File: src/rtl/pinport_pkg.sv
package pinport_pkg;

   // register offsets; the bus decodes these exact byte addresses
   localparam logic [7:0] OFS_DATA  = 8'h00;
   localparam logic [7:0] OFS_MODE  = 8'h04;
   localparam logic [7:0] OFS_PAD   = 8'h08;
   localparam logic [7:0] OFS_SENSE = 8'h0C;
   localparam logic [7:0] OFS_BOTH  = 8'h10;
   localparam logic [7:0] OFS_POL   = 8'h14;
   localparam logic [7:0] OFS_IEN   = 8'h18;
   localparam logic [7:0] OFS_STAT  = 8'h1C;
   localparam logic [7:0] OFS_FCLR  = 8'h20;
   localparam logic [7:0] OFS_SET   = 8'h24;
   localparam logic [7:0] OFS_CLR   = 8'h28;

   localparam int unsigned PAD_FIELD_W = 2;

   // per-pin trigger setup handed from the register file to the detectors
   typedef struct packed {
      logic level;   // 1: level sensitive, 0: edge sensitive
      logic both;    // edge mode: fire on either transition
      logic low;     // 1: falling / low, 0: rising / high
   } trig_cfg_t;

endpackage

File: src/rtl/pinport_sync.sv
module pinport_sync #(
   parameter int unsigned WIDTH  = 8,
   parameter int unsigned STAGES = 2
) (
   input  logic             clk,
   input  logic             rst_n,
   input  logic [WIDTH-1:0] d_async,
   output logic [WIDTH-1:0] q_sync
);

   logic [WIDTH-1:0] chain [STAGES];

   generate
      for (genvar s = 0; s < STAGES; s++) begin : g_stage
         if (s == 0) begin : g_first
            always_ff @(posedge clk or negedge rst_n) begin
               if (!rst_n) chain[s] <= '0;
               else        chain[s] <= d_async;
            end
         end else begin : g_next
            always_ff @(posedge clk or negedge rst_n) begin
               if (!rst_n) chain[s] <= '0;
               else        chain[s] <= chain[s-1];
            end
         end
      end
   endgenerate

   assign q_sync = chain[STAGES-1];

endmodule

File: src/rtl/pinport_detect.sv
module pinport_detect
   import pinport_pkg::*;
#(
   parameter int unsigned NUM_PINS = 8
) (
   input  logic                clk,
   input  logic                rst_n,
   input  logic [NUM_PINS-1:0] lvl,
   input  trig_cfg_t           cfg [NUM_PINS],
   input  logic [NUM_PINS-1:0] clr,
   output logic [NUM_PINS-1:0] flags
);

   logic [NUM_PINS-1:0] lvl_d;
   logic [NUM_PINS-1:0] hit;

   always_ff @(posedge clk or negedge rst_n) begin
      if (!rst_n) lvl_d <= '0;
      else        lvl_d <= lvl;
   end

   generate
      for (genvar k = 0; k < NUM_PINS; k++) begin : g_pin
         logic rise, fall, act_lvl;
         assign rise    = lvl[k] & ~lvl_d[k];
         assign fall    = ~lvl[k] & lvl_d[k];
         assign act_lvl = cfg[k].low ? ~lvl[k] : lvl[k];

         always_comb begin
            if (cfg[k].level)     hit[k] = act_lvl;
            else if (cfg[k].both) hit[k] = rise | fall;
            else if (cfg[k].low)  hit[k] = fall;
            else                  hit[k] = rise;
         end

         // a trigger in the same cycle as a clear keeps the flag set
         always_ff @(posedge clk or negedge rst_n) begin
            if (!rst_n) flags[k] <= 1'b0;
            else        flags[k] <= hit[k] | (flags[k] & ~clr[k]);
         end
      end
   endgenerate

endmodule

File: src/rtl/pinport_regs.sv
module pinport_regs
   import pinport_pkg::*;
#(
   parameter int unsigned NUM_PINS = 8,
   parameter int unsigned ADDR_W   = 8,
   parameter int unsigned DATA_W   = 32
) (
   input  logic                          clk,
   input  logic                          rst_n,
   input  logic [ADDR_W-1:0]             addr,
   input  logic                          we,
   input  logic [DATA_W-1:0]             wdata,
   output logic [DATA_W-1:0]             rdata,
   input  logic [NUM_PINS-1:0]           pin_lvl,
   input  logic [NUM_PINS-1:0]           flags,
   output logic [NUM_PINS-1:0]           flag_clr,
   output logic [NUM_PINS-1:0]           mode,
   output logic [NUM_PINS-1:0]           dout,
   output logic [PAD_FIELD_W*NUM_PINS-1:0] pad,
   output logic [NUM_PINS-1:0]           ien,
   output trig_cfg_t                     cfg [NUM_PINS]
);

   localparam int unsigned PAD_W = PAD_FIELD_W * NUM_PINS;

   logic [NUM_PINS-1:0] sense_q, both_q, pol_q;
   logic [NUM_PINS-1:0] wbits;
   logic [PAD_W-1:0]    wpad;

   logic hit_data, hit_mode, hit_pad, hit_sense, hit_both, hit_pol;
   logic hit_ien, hit_stat, hit_fclr, hit_set, hit_clr;

   assign wbits = wdata[NUM_PINS-1:0];
   assign wpad  = wdata[PAD_W-1:0];

   generate
      if (PAD_W < DATA_W) begin : g_spare
         logic wdata_unused;
         assign wdata_unused = ^wdata[DATA_W-1:PAD_W];
      end
   endgenerate

   assign hit_data  = (addr == ADDR_W'(OFS_DATA));
   assign hit_mode  = (addr == ADDR_W'(OFS_MODE));
   assign hit_pad   = (addr == ADDR_W'(OFS_PAD));
   assign hit_sense = (addr == ADDR_W'(OFS_SENSE));
   assign hit_both  = (addr == ADDR_W'(OFS_BOTH));
   assign hit_pol   = (addr == ADDR_W'(OFS_POL));
   assign hit_ien   = (addr == ADDR_W'(OFS_IEN));
   assign hit_stat  = (addr == ADDR_W'(OFS_STAT));
   assign hit_fclr  = (addr == ADDR_W'(OFS_FCLR));
   assign hit_set   = (addr == ADDR_W'(OFS_SET));
   assign hit_clr   = (addr == ADDR_W'(OFS_CLR));

   // plain read-write configuration registers
   always_ff @(posedge clk or negedge rst_n) begin
      if (!rst_n) begin
         mode    <= '0;
         pad     <= '0;
         sense_q <= '0;
         both_q  <= '0;
         pol_q   <= '0;
         ien     <= '0;
      end else if (we) begin
         if (hit_mode)  mode    <= wbits;
         if (hit_pad)   pad     <= wpad;
         if (hit_sense) sense_q <= wbits;
         if (hit_both)  both_q  <= wbits;
         if (hit_pol)   pol_q   <= wbits;
         if (hit_ien)   ien     <= wbits;
      end
   end

   // output data with full-word load and per-bit set / clear
   always_ff @(posedge clk or negedge rst_n) begin
      if (!rst_n) begin
         dout <= '0;
      end else if (we) begin
         if (hit_data)     dout <= wbits;
         else if (hit_set) dout <= dout | wbits;
         else if (hit_clr) dout <= dout & ~wbits;
      end
   end

   assign flag_clr = (we && hit_fclr) ? wbits : '0;

   generate
      for (genvar k = 0; k < NUM_PINS; k++) begin : g_cfg
         assign cfg[k] = '{level: sense_q[k], both: both_q[k], low: pol_q[k]};
      end
   endgenerate

   // combinational read; write-only and unmapped addresses return zero
   always_comb begin
      rdata = '0;
      unique case (1'b1)
         hit_data:  rdata[NUM_PINS-1:0] = (mode & dout) | (~mode & pin_lvl);
         hit_mode:  rdata[NUM_PINS-1:0] = mode;
         hit_pad:   rdata[PAD_W-1:0]    = pad;
         hit_sense: rdata[NUM_PINS-1:0] = sense_q;
         hit_both:  rdata[NUM_PINS-1:0] = both_q;
         hit_pol:   rdata[NUM_PINS-1:0] = pol_q;
         hit_ien:   rdata[NUM_PINS-1:0] = ien;
         hit_stat:  rdata[NUM_PINS-1:0] = flags;
         default:   rdata = '0;
      endcase
   end

endmodule

File: src/rtl/pinport_irq.sv
module pinport_irq
   import pinport_pkg::*;
#(
   parameter int unsigned NUM_PINS    = 8,
   parameter int unsigned ADDR_W      = 8,
   parameter int unsigned DATA_W      = 32,
   parameter int unsigned SYNC_STAGES = 2
) (
   input  logic                  clk,
   input  logic                  rst_n,
   input  logic [ADDR_W-1:0]     bus_addr,
   input  logic                  bus_we,
   input  logic [DATA_W-1:0]     bus_wdata,
   output logic [DATA_W-1:0]     bus_rdata,
   input  logic [NUM_PINS-1:0]   pin_in,
   output logic [NUM_PINS-1:0]   pin_out,
   output logic [NUM_PINS-1:0]   pin_oe,
   output logic [2*NUM_PINS-1:0] pad_cfg,
   output logic                  irq
);

   generate
      if (NUM_PINS < 1 || PAD_FIELD_W * NUM_PINS > DATA_W) begin : g_bad_pins
         $error("pinport_irq: NUM_PINS must fit its pad fields in DATA_W");
      end
      if (ADDR_W < 6 || ADDR_W > 8) begin : g_bad_addr
         $error("pinport_irq: ADDR_W must lie in 6..8");
      end
      if (SYNC_STAGES < 1) begin : g_bad_sync
         $error("pinport_irq: SYNC_STAGES must be at least 1");
      end
   endgenerate

   logic [NUM_PINS-1:0] pin_lvl;
   logic [NUM_PINS-1:0] raw_flags;
   logic [NUM_PINS-1:0] flag_clr;
   logic [NUM_PINS-1:0] irq_en;
   trig_cfg_t           trig_cfg [NUM_PINS];

   pinport_sync #(
      .WIDTH  (NUM_PINS),
      .STAGES (SYNC_STAGES)
   ) u_sync (
      .clk     (clk),
      .rst_n   (rst_n),
      .d_async (pin_in),
      .q_sync  (pin_lvl)
   );

   pinport_regs #(
      .NUM_PINS (NUM_PINS),
      .ADDR_W   (ADDR_W),
      .DATA_W   (DATA_W)
   ) u_regs (
      .clk      (clk),
      .rst_n    (rst_n),
      .addr     (bus_addr),
      .we       (bus_we),
      .wdata    (bus_wdata),
      .rdata    (bus_rdata),
      .pin_lvl  (pin_lvl),
      .flags    (raw_flags),
      .flag_clr (flag_clr),
      .mode     (pin_oe),
      .dout     (pin_out),
      .pad      (pad_cfg),
      .ien      (irq_en),
      .cfg      (trig_cfg)
   );

   pinport_detect #(
      .NUM_PINS (NUM_PINS)
   ) u_detect (
      .clk   (clk),
      .rst_n (rst_n),
      .lvl   (pin_lvl),
      .cfg   (trig_cfg),
      .clr   (flag_clr),
      .flags (raw_flags)
   );

   assign irq = |(raw_flags & irq_en);

endmodule

File: config.mk
export PLATFORM = sky130hd
export DESIGN_NAME = pinport_irq
export DESIGN_NICKNAME = d
export VERILOG_FILES = /design/src/rtl/pinport_pkg.sv /design/src/rtl/pinport_sync.sv /design/src/rtl/pinport_detect.sv /design/src/rtl/pinport_regs.sv /design/src/rtl/pinport_irq.sv
export SDC_FILE = /design/constraint.sdc
export NUM_CORES = 1
export LEC_CHECK = 0
export ABC_AREA = 1
export BUFFER_PORTS_ARGS = -buffer_cell sky130_fd_sc_hd__buf_2
export CAP_MARGIN = 10
export CORE_MARGIN = 2
export CORE_UTILIZATION = 45
export DETAILED_ROUTE_END_ITERATION = 10
export GPL_TIMING_DRIVEN = 0
export PLACE_DENSITY = 0.73
export SLEW_MARGIN = 30
export SYNTH_ARGS = -nofsm -noshare
export SYNTH_HDL_FRONTEND = slang
export SYNTH_SLANG_ARGS = --single-unit
export TNS_END_PERCENT = 100
File: constraint.sdc
create_clock -name clk -period 1.91 [get_ports clk]
set_input_delay 0.382 -clock clk [delete_from_list [all_inputs] [get_ports clk]]
set_output_delay 0.382 -clock clk [all_outputs]
set_load 0.01 [all_outputs]
======== Yosys cells after proc, flatten, opt, wreduce, memory -nomap -nowiden ========
Cells that the tools add are included.
storage, ports and cells
  register bits ........................... 96
  bits of input ports ..................... 51
  output and inout port bits .............. 65
  word-level logic and storage cells ...... 149
cells by class
  equality and inequality tests ........... 10
  muxes and demuxes ....................... 38
  bitwise operators ....................... 72
  reductions and logical operators ........ 11
operators by type and width
  cell                  number
  $pmux W8 S8           1
  $mux W8               5
  $and A8 B8 Y8         4
  $eq A8 B5 Y1 const B  4
  $mux W1               32
  $and A1 B1 Y1         24
  $eq A8 B6 Y1 const B  3
  $not A1 Y1            24
  $eq A8 B4 Y1 const B  2
  $not A8 Y8            2
  $or A1 B1 Y1          16
  $or A8 B8 Y8          2
  $reduce_and A2 Y1     7
  $eq A8 B3 Y1 const B  1
  $logic_not A8 Y1      1
  $reduce_or A8 Y1      1
  $reduce_bool A3 Y1    1
  $logic_and A1 B1 Y1   1

======== Longest topological paths before layout ========
Gate-level depths: netlist of the first run.
  word-level depth ........................ 6
  gate-level depth with buffers ........... 9
  gate-level depth less buffers ........... 9

======== By module ========
Synthesis of the first run repeated with hierarchy kept, for this count alone.
unflattened totals
  cell total of the unflattened synthesis .. 661
  area, all modules ....................... 5175.0 µm²
modules (own cells, without submodules)
  module          times used  cells an instance  area each (µm²)  seq. area each (µm²)
  pinport_regs    1           470                3447.1           1601.5
  pinport_detect  1           152                1211.2           400.4
  pinport_sync    1           24                 460.4            400.4
  pinport_irq     1           15                 56.3             0.0

======== Least setup slack after synthesis of the first run ========
Ideal clock, no wire load.
  path kind ............................... input port to output port
  start ................................... input port bus_addr[5]
  end ..................................... output port bus_rdata[0]
  data arrival time ....................... 1.278 ns
  required time ........................... 1.528 ns
  slack ................................... 0.250 ns
  stages .................................. 7
  path buffers ............................ 0
  path through ............................ inv_1 nand3_4 nor2_1 nand2_1 nand3_1 nor2_1 nand2_1
between the ends
  word-level cells in the longest chain between the ends .. 2
  elaborated cells on any way between the ends .. 9
ends and longest elaborated chain
  element                                     RTL line            source
  start: declaration                          pinport_irq.sv:11   input logic [ADDR_W-1:0] bus_addr,
  $eq A8 B5 Y1, or another cell as far along  pinport_regs.sv:50  assign hit_stat = (addr == ADDR_W'(OFS_STAT));
  $pmux W8 S8 (*)                             pinport_regs.sv:96  unique case (1'b1)
  end: declaration                            pinport_irq.sv:14   output logic [DATA_W-1:0] bus_rdata,
Every way passes the cells marked *; elsewhere a longest branch is shown, timed or not.

======== Worst setup path in the final report of the first run ========
  start ................................... input port bus_addr[7]
  end ..................................... output port bus_rdata[0]
The elaborated chain is that of the path after synthesis.

==> results_dict.tcl, run 1 <==
set metrics [dict create \
    fmax_mhz 519.8 \
    setup_viol 4 \
    dpl.hpwl_mm 9.160 \
    ys_seq_area_share_pct 49.18 \
    rsz0062_at_grt "yes" \
    async_flop_share_pct 100.0 \
    syn_inst 604 \
    r2r-start "u_sync.q_sync[3]$_DFF_PN0_" \
    rr_worst_depth 5 \
    fin_nets 796 \
    leakage_nw 3.200 \
    cts-root-buf "clkbuf_8" \
    synth_edf_count 0 \
    crit_start "bus_addr[7]" \
    grt_max_degree 72 \
    post-route-period-util_pct 100.7 \
    dp_slack_ns -0.4978 \
    fp.dieW_um 108.2 \
    yosysWarningCount 0 \
    report.final.hold_viol_count 0 \
    regArea_mm2 0.002402 \
    crit_arrival_ns 1.54 \
    cp.required_ns 1.53 \
    path_class "in2out" \
    drive_gt1_share_pct 24.11 \
    drt-pass1-iter-count 5 \
    area_delta_synth_final_pct 23.92 \
    vias 4458 \
    cts_made_buffers 9 \
    core_mm2 0.01070 \
    gp_congestion 0.8542 \
    portBuffers 82 \
    period_minus_slack_ns 1.924 \
    post-route-drc-count 0 \
    rrSetupSlack_ns 0.66 \
    worstSetupEndpointType "output port" \
    start_util_pct 45.66 \
    final_antenna_net_count 0 \
    drt-wirelength-per-cell_um 15.38 \
    drt-vias-per-instance 5.101 \
    cp-endpoint "bus_rdata[0]" \
    setup_slack_ns -0.01368 \
    cap_violations 0 \
    finalWirelength_mm 13.44 \
    setup_tns_ns -0.03139 \
    relSlewSlack_pct 59.48 \
    multi_input_comb_area_mm2 0.002190 \
    ys_ff_latch 96 \
    grt_pass1_wl_mm 21.24 \
    n_fill_cell 995 \
    rows 38 \
    grt_usage_pct 23.94 \
    worst_ir_drop_vdd_mv 0.4324 \
    die-area_mm2 0.01170 \
    htreeDepth 3 \
    clk_pin_slew_worst_paths_ns 0.09 \
    tightest_slew_ns 0.6043 \
    diodes 0 \
    ys.flop_type "dfrtp_1" \
    hold_class "in2reg" \
    cts_sinks 96 \
    reg2reg_to "u_detect.flags[3]$_DFF_PN0_" \
    die_h_um 108.2 \
    cts_buffer_depth 2 \
    cts_tree "yes" \
    antenna_found_initial 0 \
    syn_area_per_cell_um2 8.087 \
    power_density_mw_per_mm2 707.4 \
    crit_fanout 5 \
    drt_iter0_drc 326 \
    finClkSkew_ns 0.006818 \
    synthDistinctLibCells 27 \
    insertion_delay_ns 0.36 \
    status "complete, but fails checks" \
    syn_area_mm2 0.004885 \
    grt_pass1_vias 4375 \
    drv_slew 0 \
    cp-start-kind "primary input" \
    io-pin-count 116 \
    overflow 0 \
    violations "negative setup slack" \
]
==> area by class of cell <==
type,count,area share (%)
inverter,51,3.162
timing repair buffer,99,10.64
tap,140,2.894
clock buffer,9,2.046
multi-input combinational,446,36.17
sequential,96,39.69
buffer,26,3.452
clock inverter,7,1.943
==> cells in the mapped netlist (2+ instances only) <==
master | count | share of area [%]
buf_4 | 17 | 2.6
o21ai_2 | 6 | 1.1
a21oi_1 | 17 | 1.7
inv_2 | 2 | 0.15
nand2_2 | 4 | 0.51
nand2_1 | 226 | 17
inv_1 | 49 | 3.8
o21ai_0 | 54 | 5.5
nand3_4 | 2 | 0.72
nand2_4 | 2 | 0.46
buf_6 | 6 | 1.4
o21ai_1 | 20 | 2.0
dfrtp_1 | 96 | 49
nand3_2 | 2 | 0.41
nor2_4 | 7 | 1.6
nor2_1 | 38 | 2.9
ha_1 | 16 | 4.1
nand3_1 | 31 | 3.2
==> registers in the layout (all words and copies together), names as in the netlist, named ones only <==
signal	flops
u_regs.pad	16
u_detect.lvl_d	8
u_regs.both_q	8
u_detect.flags	8
u_regs.sense_q	8
u_regs.mode	8
u_regs.ien	8
u_sync.q_sync	8
u_regs.pol_q	8
u_sync.chain	8
==> through the flow <==
| stage | hold WS [ns] | std cells | instance area [µm²] | power [mW] | utilization (%) |
|---|---|---|---|---|---|
| floorplan | 0.08641 | 619 | 4941 | 2.482 | - |
| global placement | 0.3325 | 841 | 5527 | 2.661 | 51.66 |
| detailed placement | 0.2619 | 842 | 5560 | 2.693 | 51.98 |
| CTS | 0.1104 | 872 | 6011 | 4.304 | 56.19 |
| global route | 0.1017 | 874 | 6053 | 4.479 | 56.58 |
| finish | 0.1194 | 874 | 6053 | 4.282 | 56.58 |
==> worst min-delay path by stage <==
stage | from | to | slack, ns | depth (start not counted)
2_1_floorplan | rst_n | async pin | 0.09 | 0
3_3_place_gp | u_sync.chain[12]$_DFF_PN0_ | u_sync.q_sync[4]$_DFF_PN0_ | 0.33 | 0
3_5_place_dp | rst_n | u_sync.chain[10]$_DFF_PN0_ | 0.26 | 1
4_1_cts | pin_in[2] | u_sync.chain[10]$_DFF_PN0_ | 0.11 | 1
5_1_grt | pin_in[2] | u_sync.chain[10]$_DFF_PN0_ | 0.10 | 1
6_report | pin_in[2] | u_sync.chain[10]$_DFF_PN0_ | 0.12 | 1
==> power breakdown <==
group          switching, mW  internal, mW
Clock                  0.734         0.875
Combinational          0.279         0.181
Sequential            0.0843          2.13
Total                   1.10          3.18
==> repair_timing <==
item                       CTS  global route
buffers inserted            13             2
hold buffers                 1             0
pin swaps                   11             9
resized for setup           13            12
hold endpoints to repair    25             0
setup endpoints to repair   17            16
==> cell families after synthesis <==
logic type	synth area share, %
buf+inv	8.196
flops	49.18
simple gates	27.46
other cells	0.07677
compound gates	10.99
fa+ha+maj	4.098
==> placed cells by master (no fill, tap or decap), drive strengths merged <==
master       count
clkinv           2
a221oi           1
buf            122
nand3           35
ha              16
a22o             1
inv             53
a21boi           1
a21oi           17
o21ai           80
nor3b            1
conb            16
dlygate4sd3      1
nor2            46
nand2          232
clkbuf          11
bufinv           3
dfrtp           96
==> per-layer routing <==
metal	track usage [%]	wire, µm	share of wire [%]
met3	3.797	1131	8.4
met1	31.42	5590	42
met4	8.150	257	1.9
met5	0	0	0
met2	40.48	6462	48
==> critical path, stage by stage <==
cell	delay (ns)
buf_8	0.10
nor2_4	0.15
nand3_4	0.17
nor2_4	0.22
buf_6	0.12
nand2_2	0.04
o21ai_1	0.07
nor2_1	0.07
nand2_1	0.08
buf_2	0.14
Power figures use the tool's default switching activity.
==> run 2, diff against run 1 <==
--- a/config.mk
+++ b/config.mk
@@ -19,2 +19 @@
 export SYNTH_SLANG_ARGS = --single-unit
-export TNS_END_PERCENT = 100
==> constraint.sdc (replaced) <==
create_clock -name clk -period 1.91 [get_ports clk]
set_input_delay 0.0955 -clock clk [delete_from_list [all_inputs] [get_ports clk]]
set_output_delay 0.0955 -clock clk [all_outputs]
set_load 0.01 [all_outputs]
==> results_dict.tcl, run 2 (synthesized netlist as in run 1, its figures left out) <==
set metrics [dict create \
    status "finished, final reports clean" \
    path_class "in2out" \
    post_cts_buffers 0 \
    regArea_mm2 0.002402 \
    overflow 0 \
    fin_nets 805 \
    die_h_um 108.2 \
    post-route-period-util_pct 91.89 \
    final_area_mm2 0.006055 \
    post-route-drc-count 0 \
    htreeDepth 3 \
    worstSetupEndpointType "output port" \
    finalWirelength_mm 13.41 \
    cap_violations 0 \
    setup_viol 0 \
    rrSetupSlack_ns 0.66 \
    rsz0062_at_grt "no" \
    grt_pass1_wl_mm 21.21 \
    multi_input_comb_area_mm2 0.002141 \
    reg2reg_to "u_detect.flags[3]$_DFF_PN0_" \
    worst_ir_drop_vdd_mv 0.4377 \
    hold_class "in2async" \
    io-pin-count 116 \
    top_register "u_regs.pad" \
    crit_arrival_ns 1.66 \
    drive_gt1_share_pct 20.46 \
    power_density_mw_per_mm2 711.2 \
    rows 38 \
    grt_max_degree 72 \
    placed_cell_area_mm2 0.005560 \
    fp.dieW_um 108.2 \
    cts_tree "yes" \
    final_antenna_net_count 0 \
    n_fill_cell 991 \
    insertion_delay_ns 0.36 \
    cts_sinks 96 \
    gp_congestion 0.8542 \
    largest_reg_flops 16 \
    leakage_nw 3.185 \
    crit_start "bus_addr[1]" \
    grt_pass1_vias 4428 \
    crit_fanout 8 \
    portBuffers 82 \
    cts-root-buf "clkbuf_8" \
    drt-wirelength-per-cell_um 15.19 \
    diodes 0 \
    fmax_mhz 569.8 \
    period_minus_slack_ns 1.755 \
    cp.required_ns 1.81 \
    drt-vias-per-instance 5.099 \
    vias 4502 \
    drt-pass1-iter-count 7 \
    drv_slew 0 \
    power.total_mw 4.306 \
    cts_buffer_depth 2 \
    tightest_slew_ns 0.7067 \
    finClkSkew_ns 0.003351 \
    rr_worst_depth 5 \
    cp-start-kind "primary input" \
    dpl.hpwl_mm 9.160 \
    clk_pin_slew_worst_paths_ns 0.09 \
    antenna_found_initial 0 \
    drt_iter0_drc 290 \
    die-area_mm2 0.01170 \
    r2r-start "u_sync.q_sync[3]$_DFF_PN0_" \
    layout_common_cells "nand2_1 (226), dfrtp_1 (96), buf_2 (82), o21ai_0 (54), inv_1 (49)" \
    grt_usage_pct 23.85 \
    start_util_pct 45.66 \
    core_mm2 0.01070 \
    area_delta_synth_final_pct 23.95 \
    report.final.hold_viol_count 0 \
    layout_commonest_cell "nand2_1" \
    relSlewSlack_pct 52.71 \
    cts_made_buffers 9 \
]
[run 2: cell count changes in the layout (fill, tap and decap cells not counted), sizes merged]
cell / delta
buf: -15
dlygate4sd3: +24
[run 2: layer usage]
metal	global-route usage, %	share of wire [%]	vias to the layer above	routed length (µm)
met5	0	0	-	0
met4	8.791	1.7	0	230
met3	3.677	8.5	19	1134
met2	40.12	48	210	6385
met1	31.27	42	2121	5663
li1	-	-	2152	-
[run 2: worst max path at each step]
stage	to	slack (ns)
final	bus_rdata[5]	0.15
after global routing	bus_rdata[6]	0.05
after CTS	bus_rdata[0]	0.08
after detailed placement	bus_rdata[0]	0.08
after global placement	u_detect.lvl_d[0]$_DFF_PN0_	-0.21
after floorplan	u_regs.pad[10]$_DFFE_PN0P_	0.81
[run 2: final cells by class]
type,instances,share of cell area [%]
Sequential cell,96,39.68
Tap cell,140,2.893
Inverter,51,3.162
Clock buffer,9,2.046
Multi-Input combinational cell,446,35.36
Timing Repair Buffer,108,11.47
Buffer,26,3.451
Clock inverter,7,1.943
[run 2: metrics by stage]
stage          utilization, %  setup TNS (ns)  std cells  hold slack [ns]  setup WS [ns]
6_report                56.60               0        883           0.1495         0.1549
5_1_grt                 56.60               0        883           0.1494        0.05437
4_1_cts                 56.48               0        882         0.003839        0.07688
3_5_place_dp            51.98               0        842         -0.02464        0.07518
3_3_place_gp            51.66          -19.99        841           0.2027        -0.2124
2_1_floorplan               -               0        619          -0.2001         0.8093
[run 2: power by group]
| part | internal, mW | switching [mW] |
|---|---|---|
| clock network | 0.875 | 0.738 |
| logic | 0.203 | 0.278 |
| registers | 2.13 | 0.0840 |
| total | 3.21 | 1.10 |
[run 2: worst max-delay path, cell delays in order]
cell and delay [ns]:
buf_2 0.11, nor2_2 0.16, nand3_1 0.21, nor2_1 0.61, nand2_1 0.10, nand2_1 0.09, nor2_1 0.04, nand2_1 0.09
buf_2 0.14
[run 2: what timing repair did]
item,CTS,global route
hold buffers,24,1
endpoints found under the hold margin,119,1
endpoints found under the setup margin,0,6
resized for setup,0,1
